$ cat src/rtl/mixer_pkg.sv
package mixer_pkg;

  localparam int MIX_DATA_W_DEF  = 18;
  localparam int MIX_PHASE_W_DEF = 16;
  localparam int MIX_IN_STAGES   = 2;
  localparam int MIX_LATENCY     = MIX_IN_STAGES + 2;

  function automatic int mix_prod_w(input int dw, input int pw);
    return dw + pw;
  endfunction

  function automatic int mix_sum_w(input int dw, input int pw);
    return dw + pw + 1;
  endfunction

endpackage

$ cat src/rtl/mixer_in_pipe.sv
module mixer_in_pipe #(
  parameter int DW     = 18,
  parameter int PW     = 16,
  parameter int STAGES = 2
) (
  input  logic                 clk,
  input  logic signed [DW-1:0] d_re,
  input  logic signed [DW-1:0] d_im,
  input  logic signed [PW-1:0] p_cos,
  input  logic signed [PW-1:0] p_sin,
  output logic signed [DW-1:0] q_re,
  output logic signed [DW-1:0] q_im,
  output logic signed [PW-1:0] q_cos,
  output logic signed [PW-1:0] q_sin
);

  logic signed [DW-1:0] re_q  [STAGES+1];
  logic signed [DW-1:0] im_q  [STAGES+1];
  logic signed [PW-1:0] cos_q [STAGES+1];
  logic signed [PW-1:0] sin_q [STAGES+1];

  assign re_q[0]  = d_re;
  assign im_q[0]  = d_im;
  assign cos_q[0] = p_cos;
  assign sin_q[0] = p_sin;

  for (genvar g = 0; g < STAGES; g++) begin : g_stage
    // Data registers carry no reset, so they map onto slice operand registers.
    always_ff @(posedge clk) begin
      re_q[g+1]  <= re_q[g];
      im_q[g+1]  <= im_q[g];
      cos_q[g+1] <= cos_q[g];
      sin_q[g+1] <= sin_q[g];
    end
  end

  assign q_re  = re_q[STAGES];
  assign q_im  = im_q[STAGES];
  assign q_cos = cos_q[STAGES];
  assign q_sin = sin_q[STAGES];

endmodule

$ cat src/rtl/mixer_mult.sv
module mixer_mult #(
  parameter int DW  = 18,
  parameter int PW  = 16,
  localparam int PRW = mixer_pkg::mix_prod_w(DW, PW)
) (
  input  logic                  clk,
  input  logic signed [DW-1:0]  a,
  input  logic signed [DW-1:0]  b,
  input  logic signed [PW-1:0]  c,
  input  logic signed [PW-1:0]  s,
  output logic signed [PRW-1:0] p_ac,
  output logic signed [PRW-1:0] p_bs,
  output logic signed [PRW-1:0] p_as,
  output logic signed [PRW-1:0] p_bc
);

  // The result is as wide as both operands together, so it holds every bit.
  function automatic logic signed [PRW-1:0] mul_full(
    input logic signed [DW-1:0] x,
    input logic signed [PW-1:0] y
  );
    logic signed [PRW-1:0] xe;
    logic signed [PRW-1:0] ye;
    xe = PRW'(x);
    ye = PRW'(y);
    return xe * ye;
  endfunction

  always_ff @(posedge clk) begin
    p_ac <= mul_full(a, c);
    p_bs <= mul_full(b, s);
    p_as <= mul_full(a, s);
    p_bc <= mul_full(b, c);
  end

endmodule

$ cat src/rtl/mixer_sum.sv
module mixer_sum #(
  parameter int PRW = 34,
  localparam int SW = PRW + 1
) (
  input  logic                  clk,
  input  logic signed [PRW-1:0] p_ac,
  input  logic signed [PRW-1:0] p_bs,
  input  logic signed [PRW-1:0] p_as,
  input  logic signed [PRW-1:0] p_bc,
  output logic signed [SW-1:0]  y_re,
  output logic signed [SW-1:0]  y_im
);

  function automatic logic signed [SW-1:0] widen(input logic signed [PRW-1:0] v);
    return {v[PRW-1], v};
  endfunction

  always_ff @(posedge clk) begin
    y_re <= widen(p_ac) - widen(p_bs);
    y_im <= widen(p_as) + widen(p_bc);
  end

endmodule

$ cat src/rtl/mixer_vld.sv
module mixer_vld #(
  parameter int DEPTH = 4
) (
  input  logic             clk,
  input  logic             rst_n,
  input  logic             v_in,
  output logic [DEPTH-1:0] v_pipe
);

  always_ff @(posedge clk or negedge rst_n) begin
    if (!rst_n) v_pipe <= '0;
    else        v_pipe <= {v_pipe[DEPTH-2:0], v_in};
  end

endmodule

$ cat src/rtl/cplx_mixer.sv
module cplx_mixer #(
  parameter int DATA_W  = mixer_pkg::MIX_DATA_W_DEF,
  parameter int PHASE_W = mixer_pkg::MIX_PHASE_W_DEF,
  localparam int PROD_W = mixer_pkg::mix_prod_w(DATA_W, PHASE_W),
  localparam int SUM_W  = mixer_pkg::mix_sum_w(DATA_W, PHASE_W),
  localparam int LAT    = mixer_pkg::MIX_LATENCY
) (
  input  logic                      clk,
  input  logic                      rst_n,
  input  logic                      in_valid,
  input  logic signed [DATA_W-1:0]  in_re,
  input  logic signed [DATA_W-1:0]  in_im,
  input  logic signed [PHASE_W-1:0] lo_cos,
  input  logic signed [PHASE_W-1:0] lo_sin,
  output logic                      out_valid,
  output logic signed [SUM_W-1:0]   out_re,
  output logic signed [SUM_W-1:0]   out_im
);

  logic signed [DATA_W-1:0]  op_a, op_b;
  logic signed [PHASE_W-1:0] op_c, op_s;
  logic signed [PROD_W-1:0]  pr_ac, pr_bs, pr_as, pr_bc;
  logic [LAT-1:0]            vld_pipe;
  logic                      prod_vld;

  mixer_in_pipe #(.DW(DATA_W), .PW(PHASE_W), .STAGES(mixer_pkg::MIX_IN_STAGES)) u_in (
    .clk(clk), .d_re(in_re), .d_im(in_im), .p_cos(lo_cos), .p_sin(lo_sin),
    .q_re(op_a), .q_im(op_b), .q_cos(op_c), .q_sin(op_s)
  );

  mixer_mult #(.DW(DATA_W), .PW(PHASE_W)) u_mult (
    .clk(clk), .a(op_a), .b(op_b), .c(op_c), .s(op_s),
    .p_ac(pr_ac), .p_bs(pr_bs), .p_as(pr_as), .p_bc(pr_bc)
  );

  mixer_sum #(.PRW(PROD_W)) u_sum (
    .clk(clk), .p_ac(pr_ac), .p_bs(pr_bs), .p_as(pr_as), .p_bc(pr_bc),
    .y_re(out_re), .y_im(out_im)
  );

  mixer_vld #(.DEPTH(LAT)) u_vld (
    .clk(clk), .rst_n(rst_n), .v_in(in_valid), .v_pipe(vld_pipe)
  );

  // Named tap: the valid flag of the sample that sits in the product registers.
  assign prod_vld  = vld_pipe[LAT-2];
  assign out_valid = vld_pipe[LAT-1];

endmodule

$ cat config.mk
export PLATFORM = sky130hd
export DESIGN_NAME = cplx_mixer
export DESIGN_NICKNAME = d
export VERILOG_FILES = /design/src/rtl/mixer_pkg.sv /design/src/rtl/mixer_in_pipe.sv /design/src/rtl/mixer_mult.sv /design/src/rtl/mixer_sum.sv /design/src/rtl/mixer_vld.sv /design/src/rtl/cplx_mixer.sv
export SDC_FILE = /design/constraint.sdc
export NUM_CORES = 2
export LEC_CHECK = 0
export ABC_AREA = 1
export BUFFER_PORTS_ARGS = -buffer_cell sky130_fd_sc_hd__buf_2
export CELL_PAD_IN_SITES_DETAIL_PLACEMENT = 0
export CELL_PAD_IN_SITES_GLOBAL_PLACEMENT = 2
export CORE_ASPECT_RATIO = 0.6
export CORE_MARGIN = 5
export CORE_UTILIZATION = 40
export CTS_CLUSTER_SIZE = 8
export DETAILED_ROUTE_END_ITERATION = 12
export PLACE_DENSITY_LB_ADDON = 0.25
export SETUP_SLACK_MARGIN = 0.2
export SLEW_MARGIN = 30
export SYNTH_ARGS = -nofsm -noshare
export SYNTH_HDL_FRONTEND = slang
export SYNTH_SLANG_ARGS = --single-unit
$ cat constraint.sdc
create_clock -name clk -period 6.1 [get_ports clk]
set_input_delay 0.305 -clock clk [delete_from_list [all_inputs] [get_ports clk]]
set_output_delay 0.305 -clock clk [all_outputs]
set_load 0.02 [all_outputs]
## After elaboration in Yosys (flattened, before gate mapping)

Cells that the tools add are included.

| word-level totals | value |
|---|---|
| memories kept | 0 |
| bits in writable memories | 0 |
| logic and storage cells | 21 |
| bits in registers | 346 |
| bits in read-only memories | 0 |
| output and inout bits | 71 |
| latch bits | 0 |
| input port bits | 71 |

| cells by class | value |
|---|---|
| div/mod/pow operators | 0 |
| $add $sub $neg | 2 |
| bitwise gates (word level) | 0 |
| $mul | 4 |
| equality and inequality tests | 0 |
| shifts and indexed selects | 0 |
| reductions and logical operators | 0 |
| mux-type cells | 0 |
| order comparisons | 0 |

Operator list:

| cell | number |
|---|---|
| 18-bit by 16-bit multiplier with 34-bit output | 4 |
| 34-bit by 34-bit adder with 35-bit output | 1 |
| 34-bit by 34-bit subtractor with 35-bit output | 1 |

## Longest topological paths before layout

| logic depth | value |
|---|---|
| word-level depth | 1 |
| gate-level depth with buffers | 28 |
| gate-level depth less buffers | 26 |

## Modules after synthesis

Synthesis repeated with hierarchy kept, for this count alone.

| second synthesis, totals | value |
|---|---|
| cell total of the unflattened synthesis | 7844 |
| area total of the unflattened synthesis | 59743.5 µm² |

By module, submodules not included:

| module | sequential area each (µm²) | cells each | area each (µm²) | instances |
|---|---|---|---|---|
| mixer_mult | 2722.6 | 6570 | 50110.6 | 1 |
| mixer_sum | 1401.3 | 1066 | 6299.8 | 1 |
| mixer_in_pipe | 2722.6 | 204 | 3233.1 | 1 |
| mixer_vld | 100.1 | 4 | 100.1 | 1 |

## Worst setup path before layout

OpenSTA, ideal clock, no wires.

| timing | value |
|---|---|
| path kind | register to register |
| start | register u_in.sin_q, in the netlist u_in.q_sin[3] |
| end | register u_mult.p_bs[33] |
| clock period less this slack | 5456 ps |
| library setup time | 112 ps |
| path slack | 644 ps |
| cell stages (with the launch flop) | 21 |
| required time | 5988 ps |
| buffers on the path | 2 |
| data arrival time | 5344 ps |
| cells stage by stage | dfxtp_1 -> clkbuf_1 -> clkbuf_1 -> nand2_1 -> inv_1 -> fa_1 -> fa_1 -> fa_1 -> fa_1 -> fa_1 -> inv_1 -> fa_1 -> inv_1 -> ha_1 -> nand2_1 -> nor2_1 -> inv_1 -> nor3_1 -> a21oi_1 -> nand2_1 -> nand2_1 |

| between the ends | value |
|---|---|
| word-level cells in the longest chain between the ends | 1 |

RTL lines:

| item | line | text |
|---|---|---|
| start, declared | mixer_in_pipe.sv:20 | `logic signed [PW-1:0] sin_q [STAGES+1];` |
| start signal, assigned by index | mixer_in_pipe.sv:33 | `sin_q[g+1] <= sin_q[g];` |
| 18-bit by 16-bit multiplier with 34-bit output | mixer_mult.sv:26 | `return xe * ye;` |
| end signal, assigned | mixer_mult.sv:31 | `p_bs <= mul_full(b, s);` |
| end, declared | mixer_mult.sv:12 | `output logic signed [PRW-1:0] p_bs,` |

Every way passes these cells.

## Final worst setup path

| timing | value |
|---|---|
| start | register u_in.cos_q, in the netlist u_in.q_cos[9] |
| end | register u_mult.p_ac[31] |

| between the ends | value |
|---|---|
| word-level cells in the longest chain between the ends | 1 |

RTL lines:

| item | line | text |
|---|---|---|
| start, declared | mixer_in_pipe.sv:19 | `logic signed [PW-1:0] cos_q [STAGES+1];` |
| start signal, assigned by index | mixer_in_pipe.sv:32 | `cos_q[g+1] <= cos_q[g];` |
| 18-bit by 16-bit multiplier with 34-bit output | mixer_mult.sv:26 |  |
| end signal, assigned | mixer_mult.sv:30 | `p_ac <= mul_full(a, c);` |
| end, declared | mixer_mult.sv:11 | `output logic signed [PRW-1:0] p_ac,` |

Every way passes these cells.

==> run summary <==
Routed len/inst = 20.1 um
Die area = 156000 um^2
DIE WIDTH = 506 um
Rel. slew slack = 46.2%
Port bufs = 141
TritonCTS Buffers = 51
Tot GR Track Use = 25.6%
Maximum clock path buffer count = 3
Average cell area after synthesis = 7.63 um^2
Hold Path Origin = in_im[16]
HPWL after DPL = 161 mm
Height of the die = 308 um
Largest net degree at the start of global routing = 37
DRC Markers = 0
CTS Root Cell = clkbuf_16
Final period util = 94.3%
Setup tns final = 0 ns
Clock Latency Late Sink = 0.67 ns
IO Pins = 142
Fin. max-slew vios = 0
Antenna viol nets, final = 0
DR pass1 iterations = 5
Crit Path Category = reg2reg
Mapped Nets = 9396
Placed Cells incl. Taps = 9743
Layout area overhead = 11.8%
Synthesized cell area = 59100 um^2
Gr ovfl total = 0
RePlAce Congestion = 0.923
Place WS = 0.0326 ns
Top FF cell, synth = dfxtp_1
Layout net count = 9591
Hold crit path type = in2reg
Netlist cell types = 39
Commonest non-fill, non-tap cell in the layout = inv_1
CP required = 6.65 ns
Post-synthesis sequential area ratio = 11.8%
CP Max Fanout = 36
Worst r2r src = u_in.q_cos[9]
Via Count = 47300
Clock skew = 0.0407 ns
First-pass GRT wire length = 303 mm
Initial antenna violation count = 4
CTS tree = done
Drt total wl = 199 mm
Max-Cap Viols = 0
Final period demand of the worst path = 5.75 ns
Initial Util = 40.2%
Share of layout cells above drive strength 1 = 6.95%
Unrepaired setup endpoints after global routing = yes
CP Launch Point = u_in.q_cos[9]
Run status = complete, no violations
Vias/cell = 4.78
EDFF count, synth = 0
PnR worst setup slack = 0.350 ns
Seq cells post-synth = 346
Initial DRC count = 3982
Count of final hold-check violations = 0
Syn Inst Count = 7751
Vias in the first global route = 48500
Worst Tran Pin Value = 0.806 ns
Crit end category = register
Core area = 147000 um^2
Data arrival, critical path = 6.30 ns
CTS clk-pin slew, worst paths = 0.06 ns
Site row count = 109
CTS Sinks = 346
Fin cells = 9900
Fmax = 0.174 GHz
Ys Warns = 0
Commonest cells after routing, fill and taps aside = 2288 x inv_1, 2151 x nand2_1, 1147 x fa_1
Final setup violation count = 0
Startpoint type of the worst setup path = register
Number of H-tree levels = 2
FFs w/ async S/R, synth = 1.16%
-- metrics by stage --
| stage | area, um^2 | util (%) | hold slack (ns) |
|---|---|---|---|
| 4_1_cts | 65400 | 44.5 | 0.211 |
| 6_report | 66100 | 45.0 | 0.269 |
| 5_1_grt | 66100 | 45.0 | 0.226 |
| 3_3_place_gp | 63200 | 43.0 | 0.109 |
| 3_5_place_dp | 63200 | 43.0 | 0.114 |
| 2_1_floorplan | 59100 | - | 0.00941 |
-- Yosys cell counts, types with 3 or more instances --
| library cell | n | share of area (%) |
|---|---|---|
| a21boi_0 | 3 | 0.038 |
| a21o_1 | 3 | 0.038 |
| a21oi_1 | 188 | 1.6 |
| a21oi_2 | 7 | 0.10 |
| a31oi_1 | 4 | 0.042 |
| buf_1 | 6 | 0.038 |
| clkbuf_1 | 228 | 1.4 |
| dfrtp_1 | 4 | 0.17 |
| dfxtp_1 | 342 | 12 |
| fa_1 | 1162 | 39 |
| ha_1 | 412 | 8.7 |
| inv_1 | 2291 | 15 |
| inv_2 | 14 | 0.089 |
| nand2_1 | 2160 | 14 |
| nand2_2 | 26 | 0.28 |
| nand2b_1 | 4 | 0.042 |
| nand3_1 | 185 | 1.6 |
| nand3_2 | 7 | 0.12 |
| nand3b_1 | 12 | 0.15 |
| nand4_1 | 56 | 0.59 |
| nor2_1 | 318 | 2.0 |
| nor2_2 | 10 | 0.11 |
| nor3_1 | 38 | 0.32 |
| nor3_2 | 11 | 0.19 |
| nor4_1 | 7 | 0.074 |
| o21a_1 | 5 | 0.064 |
| o21ai_0 | 87 | 0.74 |
| o21ai_1 | 3 | 0.025 |
| o21bai_1 | 32 | 0.41 |
| or2_2 | 3 | 0.032 |
| xnor2_1 | 19 | 0.28 |
| xor2_1 | 95 | 1.4 |
-- registers in the layout, summed over array words and instances (netlist names), 18 cells and up --
name         count
u_in.q_im       18
u_sum.y_re      35
u_mult.p_ac     34
u_in.re_q       18
u_in.im_q       18
u_sum.y_im      35
u_mult.p_bs     34
u_mult.p_bc     34
u_mult.p_as     34
u_in.q_re       18
-- final timing paths --
check / to / slack (ns) / depth (start not counted)
worst max-delay path: u_mult.p_ac[31] / 0.35 / 19
worst min-delay path: u_in.im_q[34] / 0.27 / 2
worst max register to register: u_mult.p_ac[31] / 0.35 / 19
worst min register to register: u_in.q_im[10] / 0.29 / 0
max in group asynchronous: u_vld.v_pipe[2] / 5.39 / 3
min in group asynchronous: u_vld.v_pipe[3] / 0.55 / 3
-- metal layers --
metal / wire length (um) / part of all wire (%) / track usage, %
met5: 76 / 0.038 / 0.272
met4: 3130 / 1.6 / 3.85
met3: 18900 / 9.5 / 6.56
met2: 75900 / 38 / 34.4
met1: 101000 / 51 / 41.3
-- cells by family after synthesis --
| group | after synthesis | share of synthesized area [%] |
|---|---|---|
| compound gates | 332 | 3.05 |
| fa+ha+maj | 1574 | 48.1 |
| flops | 346 | 11.8 |
| buf+inv | 2541 | 16.1 |
| xor+xnor | 114 | 1.69 |
| simple gates | 2844 | 19.3 |
-- repair_timing --
item | in CTS | in global routing
hold buffers | 71 | 0
gates cloned | 0 | 9
buffers inserted | 0 | 12
pin swaps | 0 | 8
gates resized for setup | 9 | 131
setup endpoints to repair | 18 | 64
hold endpoints to repair | 73 | 0
-- critical path, stage by stage, from the launching register on --
cell and delay, ns:
dfxtp_1 0.36, buf_12 0.28, nand2_1 0.14, fa_2 0.57, fa_2 0.62, inv_1 0.11
fa_1 0.59, inv_1 0.08, fa_1 0.51, inv_1 0.06, fa_1 0.51, fa_1 0.43
ha_2 0.41, nand2_1 0.14, nor2_2 0.16, nand2_1 0.09, nor3_1 0.19, nand2_1 0.18
nand3_1 0.12, nand2_1 0.06
-- area by class of cell --
cell class,count,area [um^2]
Inverter,2305,8650
Clock inverter,7,139
Clock buffer,56,1320
Fill cell,15000,80900
Sequential cell,346,6990
Antenna cell,2,5.00
Multi-Input combinational cell,4864,43000
Tap cell,1942,2430
Timing Repair Buffer,378,3580
Power is left out: the tool's default activity adds up to more than one toggle a clock period on the data nets, which glitch-free logic cannot reach.
